--- config.mk ---
export PLATFORM = sky130hd
export DESIGN_NAME = pin_mux_ctrl
export DESIGN_NICKNAME = d
export VERILOG_FILES = /design/src/rtl/pin_mux_pkg.sv /design/src/rtl/pin_mux_decode.sv /design/src/rtl/pin_mux_bank_lock.sv /design/src/rtl/pin_mux_pin_cell.sv /design/src/rtl/pin_mux_ctrl.sv
export SDC_FILE = /design/constraint.sdc
export NUM_CORES = 2
export LEC_CHECK = 0
export CELL_PAD_IN_SITES_DETAIL_PLACEMENT = 0
export CELL_PAD_IN_SITES_GLOBAL_PLACEMENT = 1
export CORE_AREA = 3 3 775 777
export DETAILED_ROUTE_END_ITERATION = 6
export DIE_AREA = 0 0 778 780
export HOLD_SLACK_MARGIN = 0.1
export PLACE_DENSITY_LB_ADDON = 0.25
export SYNTH_ARGS = -nofsm -noshare
export SYNTH_HDL_FRONTEND = slang
export SYNTH_SLANG_ARGS = --single-unit
--- constraint.sdc ---
create_clock -name clk -period 4.1 [get_ports clk]
set_input_delay 0.41 -clock clk [delete_from_list [all_inputs] [get_ports clk]]
set_output_delay 0.41 -clock clk [all_outputs]
set_load 0.02 [all_outputs]
--- src/rtl/pin_mux_pkg.sv ---
package pin_mux_pkg;

  localparam int L1F_W         = 4;
  localparam int L2_W          = 6;
  localparam int FUNC_W        = 7;
  localparam int PULL_W        = 2;
  localparam int DRV_W         = 2;
  localparam int MDIO_W        = 3;
  localparam int L1_DIRECT_MAX = 9;
  localparam int L2_BASE       = 16;
  localparam logic [L1F_W-1:0] L1_HANDOFF = 4'hF;
  localparam logic [DRV_W-1:0] DRV_RESET  = 2'd2;
  localparam logic [31:0]      PROT_OFS   = 32'h0000_0400;

  typedef struct packed {
    logic [DRV_W-1:0]  drive;
    logic [PULL_W-1:0] pull;
    logic [L1F_W-1:0]  func;
  } l1_cfg_t;

  // Lay a first-bank configuration out as a bus word.
  function automatic logic [31:0] l1_to_word(l1_cfg_t c);
    return {20'b0, c.drive, c.pull, 4'b0, c.func};
  endfunction

  // Pick the first-bank fields out of a bus word.
  function automatic l1_cfg_t word_to_l1(logic [31:0] w);
    l1_cfg_t c;
    c.drive = w[11:10];
    c.pull  = w[9:8];
    c.func  = w[3:0];
    return c;
  endfunction

  // Combine the two levels into one function code.
  function automatic logic [FUNC_W-1:0] resolve_func(logic [L1F_W-1:0] l1f,
                                                     logic [L2_W-1:0] l2n);
    if (l1f == L1_HANDOFF)
      return FUNC_W'(L2_BASE) + {1'b0, l2n};
    else if (l1f <= L1F_W'(L1_DIRECT_MAX))
      return {3'b0, l1f};
    else
      return '0;
  endfunction

  // Bus address of a bank's protect register.
  function automatic logic [31:0] prot_addr(logic [31:0] base, int bank_bit, int bank);
    return base + (32'(bank) << bank_bit) + PROT_OFS;
  endfunction

endpackage

--- src/rtl/pin_mux_decode.sv ---
module pin_mux_decode #(
  parameter logic [31:0] BASE_ADDR = 32'h4006_6000,
  parameter int          NUM_PINS  = 170,
  parameter int          BANK_BIT  = 12,
  parameter int          IDX_W     = BANK_BIT - 2
) (
  input  logic [31:0]      addr_i,
  output logic             in_win_o,
  output logic             bank_o,
  output logic [IDX_W-1:0] idx_o,
  output logic             hit_cfg_o,
  output logic             hit_prot_o,
  output logic [1:0]       hit_mdio_o
);
  localparam logic [IDX_W-1:0] PINS_W   = IDX_W'(NUM_PINS);
  localparam logic [IDX_W-1:0] PROT_IDX = IDX_W'(32'h400 >> 2);

  always_comb begin
    in_win_o   = (addr_i[31:BANK_BIT+1] == BASE_ADDR[31:BANK_BIT+1]) &&
                 (addr_i[1:0] == 2'b00);
    bank_o     = addr_i[BANK_BIT];
    idx_o      = addr_i[BANK_BIT-1:2];
    hit_cfg_o  = in_win_o && (idx_o < PINS_W);
    hit_prot_o = in_win_o && (idx_o == PROT_IDX);
    hit_mdio_o[0] = in_win_o && bank_o && (idx_o == PROT_IDX + IDX_W'(1));
    hit_mdio_o[1] = in_win_o && bank_o && (idx_o == PROT_IDX + IDX_W'(2));
  end
endmodule

--- src/rtl/pin_mux_bank_lock.sv ---
module pin_mux_bank_lock #(
  parameter logic [31:0] PROT_ADDR = 32'h4006_6400
) (
  input  logic        clk,
  input  logic        rst_n,
  input  logic        prot_wr_i,
  input  logic [31:0] wdata_i,
  output logic        key_hit_o,
  output logic        unlocked_o
);
  assign key_hit_o = prot_wr_i && (wdata_i[31:1] == PROT_ADDR[31:1]);

  always_ff @(posedge clk or negedge rst_n) begin
    if (!rst_n)         unlocked_o <= 1'b0;
    else if (key_hit_o) unlocked_o <= wdata_i[0];
  end
endmodule

--- src/rtl/pin_mux_pin_cell.sv ---
module pin_mux_pin_cell
  import pin_mux_pkg::*;
(
  input  logic              clk,
  input  logic              rst_n,
  input  logic              l1_we_i,
  input  l1_cfg_t           l1_wr_i,
  input  logic              l2_we_i,
  input  logic [L2_W-1:0]   l2_wr_i,
  output l1_cfg_t           l1_q_o,
  output logic [L2_W-1:0]   l2_q_o,
  output logic [FUNC_W-1:0] func_o,
  output logic [PULL_W-1:0] pull_o,
  output logic [DRV_W-1:0]  drive_o
);
  always_ff @(posedge clk or negedge rst_n) begin
    if (!rst_n) begin
      l1_q_o <= '{drive: DRV_RESET, pull: '0, func: '0};
      l2_q_o <= '0;
    end else begin
      if (l1_we_i) l1_q_o <= l1_wr_i;
      if (l2_we_i) l2_q_o <= l2_wr_i;
    end
  end

  assign func_o  = resolve_func(l1_q_o.func, l2_q_o);
  assign pull_o  = l1_q_o.pull;
  assign drive_o = l1_q_o.drive;
endmodule

--- src/rtl/pin_mux_ctrl.sv ---
module pin_mux_ctrl
  import pin_mux_pkg::*;
#(
  parameter logic [31:0] BASE_ADDR = 32'h4006_6000,
  parameter int          NUM_PINS  = 170,
  parameter int          BANK_BIT  = 12
) (
  input  logic                       clk,
  input  logic                       rst_n,
  input  logic                       bus_req_i,
  input  logic                       bus_we_i,
  input  logic [31:0]                bus_addr_i,
  input  logic [31:0]                bus_wdata_i,
  output logic [31:0]                bus_rdata_o,
  output logic                       bus_rvalid_o,
  output logic [NUM_PINS*FUNC_W-1:0] pin_func_o,
  output logic [NUM_PINS*PULL_W-1:0] pin_pull_o,
  output logic [NUM_PINS*DRV_W-1:0]  pin_drive_o,
  output logic [MDIO_W-1:0]          mdio0_sel_o,
  output logic [MDIO_W-1:0]          mdio1_sel_o
);
  localparam int IDX_W = BANK_BIT - 2;

  // Named internal events, used by the checker.
  logic             in_win, bank, hit_cfg, hit_prot;
  logic [1:0]       hit_mdio;
  logic [IDX_W-1:0] idx;
  logic             wr_fire, rd_fire;
  logic [1:0]       key_hit, bank_unlocked;
  logic             wr_l1, wr_l2;
  logic [1:0]       wr_mdio;
  logic [31:0]      prot_word [2];

  l1_cfg_t          l1_q [NUM_PINS];
  logic [L2_W-1:0]  l2_q [NUM_PINS];
  logic [MDIO_W-1:0] mdio_q [2];

  pin_mux_decode #(
    .BASE_ADDR(BASE_ADDR), .NUM_PINS(NUM_PINS), .BANK_BIT(BANK_BIT), .IDX_W(IDX_W)
  ) u_dec (
    .addr_i(bus_addr_i), .in_win_o(in_win), .bank_o(bank), .idx_o(idx),
    .hit_cfg_o(hit_cfg), .hit_prot_o(hit_prot), .hit_mdio_o(hit_mdio)
  );

  assign wr_fire = bus_req_i &&  bus_we_i;
  assign rd_fire = bus_req_i && !bus_we_i;

  // One protect register and lock per bank.
  for (genvar b = 0; b < 2; b++) begin : g_bank
    localparam logic [31:0] PADDR = prot_addr(BASE_ADDR, BANK_BIT, b);
    pin_mux_bank_lock #(.PROT_ADDR(PADDR)) u_lock (
      .clk(clk), .rst_n(rst_n),
      .prot_wr_i(wr_fire && hit_prot && (bank == 1'(b))),
      .wdata_i(bus_wdata_i),
      .key_hit_o(key_hit[b]),
      .unlocked_o(bank_unlocked[b])
    );
    assign prot_word[b] = {PADDR[31:1], bank_unlocked[b]};
  end

  assign wr_l1      = wr_fire && hit_cfg && !bank && bank_unlocked[0];
  assign wr_l2      = wr_fire && hit_cfg &&  bank && bank_unlocked[1];
  assign wr_mdio[0] = wr_fire && hit_mdio[0] && bank_unlocked[1];
  assign wr_mdio[1] = wr_fire && hit_mdio[1] && bank_unlocked[1];

  // Per-pin storage and resolution.
  for (genvar p = 0; p < NUM_PINS; p++) begin : g_pin
    logic sel;
    assign sel = (idx == IDX_W'(p));
    pin_mux_pin_cell u_cell (
      .clk(clk), .rst_n(rst_n),
      .l1_we_i(wr_l1 && sel), .l1_wr_i(word_to_l1(bus_wdata_i)),
      .l2_we_i(wr_l2 && sel), .l2_wr_i(bus_wdata_i[L2_W-1:0]),
      .l1_q_o(l1_q[p]), .l2_q_o(l2_q[p]),
      .func_o(pin_func_o[p*FUNC_W +: FUNC_W]),
      .pull_o(pin_pull_o[p*PULL_W +: PULL_W]),
      .drive_o(pin_drive_o[p*DRV_W +: DRV_W])
    );
  end

  // MDIO source selects live in bank 1.
  for (genvar m = 0; m < 2; m++) begin : g_mdio
    always_ff @(posedge clk or negedge rst_n) begin
      if (!rst_n)          mdio_q[m] <= '0;
      else if (wr_mdio[m]) mdio_q[m] <= bus_wdata_i[MDIO_W-1:0];
    end
  end
  assign mdio0_sel_o = mdio_q[0];
  assign mdio1_sel_o = mdio_q[1];

  // Read path: one registered stage.
  logic [31:0] rd_word;
  always_comb begin
    rd_word = '0;
    if (hit_cfg) begin
      if (!bank) rd_word = l1_to_word(l1_q[idx]);
      else       rd_word = {{(32-L2_W){1'b0}}, l2_q[idx]};
    end else if (hit_prot) begin
      rd_word = prot_word[bank];
    end else if (hit_mdio[0]) begin
      rd_word = {{(32-MDIO_W){1'b0}}, mdio_q[0]};
    end else if (hit_mdio[1]) begin
      rd_word = {{(32-MDIO_W){1'b0}}, mdio_q[1]};
    end
  end

  always_ff @(posedge clk or negedge rst_n) begin
    if (!rst_n) begin
      bus_rvalid_o <= 1'b0;
      bus_rdata_o  <= '0;
    end else begin
      bus_rvalid_o <= rd_fire;
      bus_rdata_o  <= rd_fire ? rd_word : '0;
    end
  end
endmodule

==> flow_summary.toml <==
[run]
cap_viol_max_count = 0

[worst_setup_path]
startpoint_type = "flip-flop"
critPathMaxStageDelay_ns = 0.79
worstReg2RegEnd = "bus_rdata_o[3]"
rr_startpoint = "g_pin[68].u_cell.l2_q_o[3]"
worstPathMaxFanout = 8
crit_type = "reg2out"
cp-end-kind = "primary output"
rrSetupSlack_ns = 0.69
crit_arrival_ns = 3.34
required_ns = 3.69
cp_slowest_cell = "clkdlybuf4s50_1"
reg2regPathDepth = 7
path_cells = "and4_1 > nand2_1 > o21ai_0 > clkdlybuf4s50_1"

[global_route]
top_usage_layer = "met2"
antenna_found_initial = 91
grt_remaining_overflow = 0
grt_pass1_vias = 101300
grt_pass1_wl_um = 1083000
use_met2_pct = 43.60
grt_use_met3_pct = 5.932
met1_usage_pct = 34.65
grt_max_degree = 144
grt_usage_pct = 26.70

[synthesis]
synth_mux_area_share_pct = 31.65
syn_inst = 10530
synth_seq_cells = 2401
ys_warn_count = 0
synth_compound_area_share_pct = 4.639
async_reset_ff_share_pct = 100.0
synth_area_um2 = 134200
avgSynthCellArea_um2 = 12.74
synthDistinctLibCells = 79
ys.flop_type = "dfrtp_1"
synthSimpleGateAreaFrac_pct = 10.48
ys_seq_area_share_pct = 44.94
synth_edf_count = 0
synth-xor-area-share_pct = 0
synth_fa_ha_area_share_pct = 1.585
synth_top_family_by_area = "multiplexers"

[place]
place_inst = 19890
place_congestion = 0.9012
place_ws_ns = -0.2589
io_buffers = 1960
dpl_cell_area_um2 = 165700
dp_hpwl_um = 666300

[sta]
period_needed_ns = 3.749
worstMarginPinSlew_ns = 1.366
tns_ns = 0
hold_violations = 0
final.setup.worst_slack_ns = 0.3514
max_freq_mhz = 266.8
setup_violations = 0
slew-limit-headroom_pct = 7.971
hold_slack_ns = 0.2440
drv_slew = 0
grt_setup_unrepaired = "false"
fin_skew_ns = 0.04982
post-route-period-util_pct = 91.43

[drt]
vias = 101700
routed_wl_um = 837200
drtIter0Drc = 8654
drcViolationCount = 0
final_antenna_net_count = 0
drt-vias-per-instance = 4.956
firstDrtPassIters = 5
detail_route.wl_per_cell_um = 40.79

[clock_network]
cts.sinks = 2401
clkTransAtPathRegs_ns = 0.06
numCtsBuffers = 318
cts_max_level = 5
clock-root-buffer = "clkbuf_16"
clk_latency_ns = 0.98
cts_tree = "built"
ctsLongestPathBuffers = 4
ctsResizeCount = 0

[finish]
design_area_um2 = 176700
drive_above_1_share_pct = 38.36
fin_util_pct = 29.75
syn_to_final_growth_pct = 31.67
nets = 12620
instances_no_fill = 20520

[min_path]
holdCritStartpoint = "bus_wdata_i[9]"
holdPathStages = 2
hold_path.class = "in2reg"
min_to = "g_pin[38].u_cell.pull_o[1]"

[die]
core_um2 = 593800
ios = 1977
die_y_um = 780
num_rows = 283
die_w_um = 778
initial_core_util_pct = 22.60
die_area_um2 = 606800

[outcome]
status = "finished, final reports clean"

[power]
leakagePower_nw = 76.99
ir_drop_uv = 276.8
power_mw = 55.94
power_density_nw_per_um2 = 316.6
[sequential cells by signal (all words and copies together) (netlist names)]
name,flops
bus_rdata_o,12
bus_rvalid_o,1
g_bank.u_lock.unlocked_o,2
g_pin.u_cell.drive_o,340
g_pin.u_cell.l1_q_o,680
g_pin.u_cell.l2_q_o,1020
g_pin.u_cell.pull_o,340
mdio0_sel_o,3
mdio1_sel_o,3
[what timing repair did]
item,in CTS,in global routing
hold endpoints to repair,957,0
buffers inserted,0,0
hold buffers,14,0
endpoints found under the setup margin,0,0
[placed cells by master (no fill, tap or decap), drive strengths merged, types with 10 or more instances in the layout]
cell type      netlist  final
and4               172    172
a21oi               35     35
a22oi               58     58
and2               520    520
a22o                23     23
a21boi              13     13
inv                332    350
nand2              431    431
bufinv               0     22
a222oi              10     10
mux2i              100    100
o21ai              688    688
dfrtp             2231   2231
mux2              2403   2403
nor3                28     28
nor4                18     18
clkinv               2     73
nor2               348    348
diode                0     35
clkdlybuf4s50        0   1941
dlygate4sd3          0     13
ha                 170    170
a31oi              181    181
buf                902    793
nor2b              354    354
nand3               70     70
nand4              177    177
conb                 1     16
dfstp              170    170
mux4               640    640
clkbuf             331    466
clkinvlp             0     13
o22ai               15     15
[final cells by class]
| cell class | instances | area [µm²] |
|---|---|---|
| Tap cell | 7837 | 9806 |
| Multi-Input combinational cell | 6579 | 65450 |
| Clock inverter | 124 | 1582 |
| Antenna cell | 35 | 87.58 |
| Timing Repair Buffer | 2749 | 29020 |
| Fill cell | 60700 | 417100 |
| Inverter | 334 | 1269 |
| Sequential cell | 2401 | 60300 |
| Clock buffer | 464 | 9169 |
[worst max-delay path by stage]
stage	from	depth (start not counted)	slack, ns	end
floorplan	bus_addr_i[2]	12	1.30	bus_rdata_o[10]
global placement	bus_addr_i[2]	10	-0.27	bus_rdata_o[5]
detailed placement	bus_addr_i[2]	10	-0.26	bus_rdata_o[5]
CTS	g_pin[81].u_cell.l1_q_o[1]	4	0.19	pin_func_o[568]
global route	g_pin[166].u_cell.l1_q_o[2]	3	0.15	pin_func_o[1166]
finish	g_pin[81].u_cell.l1_q_o[1]	4	0.35	pin_func_o[568]
[cell families after synthesis]
family | after synthesis
adders and majority gates | 170
muxes | 3143
and+or+nand+nor | 2163
AOI/OAI and AO/OA | 1087
other | 1
buffers and inverters | 1567
DFF | 2401
[cells in the mapped netlist (8+ instances only)]
cell type	number	area, µm²
o221ai_1	9	78.83
nor2_2	91	569.3
nand2_1	423	1588
inv_1	331	1242
mux2_2	2385	26860
buf_6	17	191.4
a21oi_1	35	175.2
mux4_2	640	14410
nor4_1	17	106.4
and4_1	172	1506
a22o_1	23	201.4
nand3_1	60	300.3
ha_1	170	2127
a31oi_1	181	1132
nand3_2	9	90.09
buf_2	109	545.5
nor2b_1	354	2215
clkbuf_1	331	1242
buf_4	760	5705
nor2_8	50	1001
a22oi_1	58	435.4
o22ai_1	15	93.84
dfrtp_1	2231	55830
and3_1	8	50.05
mux2i_1	100	1001
nor2_4	111	1250
dfstp_2	170	4467
o21ai_0	688	3443
a222oi_1	10	100.1
nand4_1	176	1101
mux2_1	18	202.7
nor2_1	96	360.4
and2_1	519	3247
a221oi_1	9	78.83
a211oi_1	9	67.56
a21boi_0	13	97.59
nor3_1	12	60.06
buf_1	16	60.06
nor3_2	12	120.1
[worst max-delay path: cells and delay by family (launching register included)]
kind	cells	cell delay [ns]
AOI/OAI and AO/OA	1	0.42
buffers and inverters	1	0.79
DFF	1	0.53
and+or+nand+nor	2	0.61
[report_power, final]
| group | switching (mW) | leakage [nW] | total [mW] | internal, mW |
|---|---|---|---|---|
| clock | 12.2 | 5.25 | 29.3 | 17.1 |
| sequential | 0.000184 | 32.9 | 23.7 | 23.7 |
| combinational | 2.25 | 38.8 | 2.94 | 0.693 |
| total | 14.5 | 77.0 | 55.9 | 41.5 |
[layer usage]
metal  vias to the layer above  share of wire [%]
li1                      41860                  -
met4                        24                4.2
met1                     55050                 42
met2                      3931                 47
met3                       855                6.6
met5                         -              0.020
No activity file was read; power rests on OpenSTA's default activity.
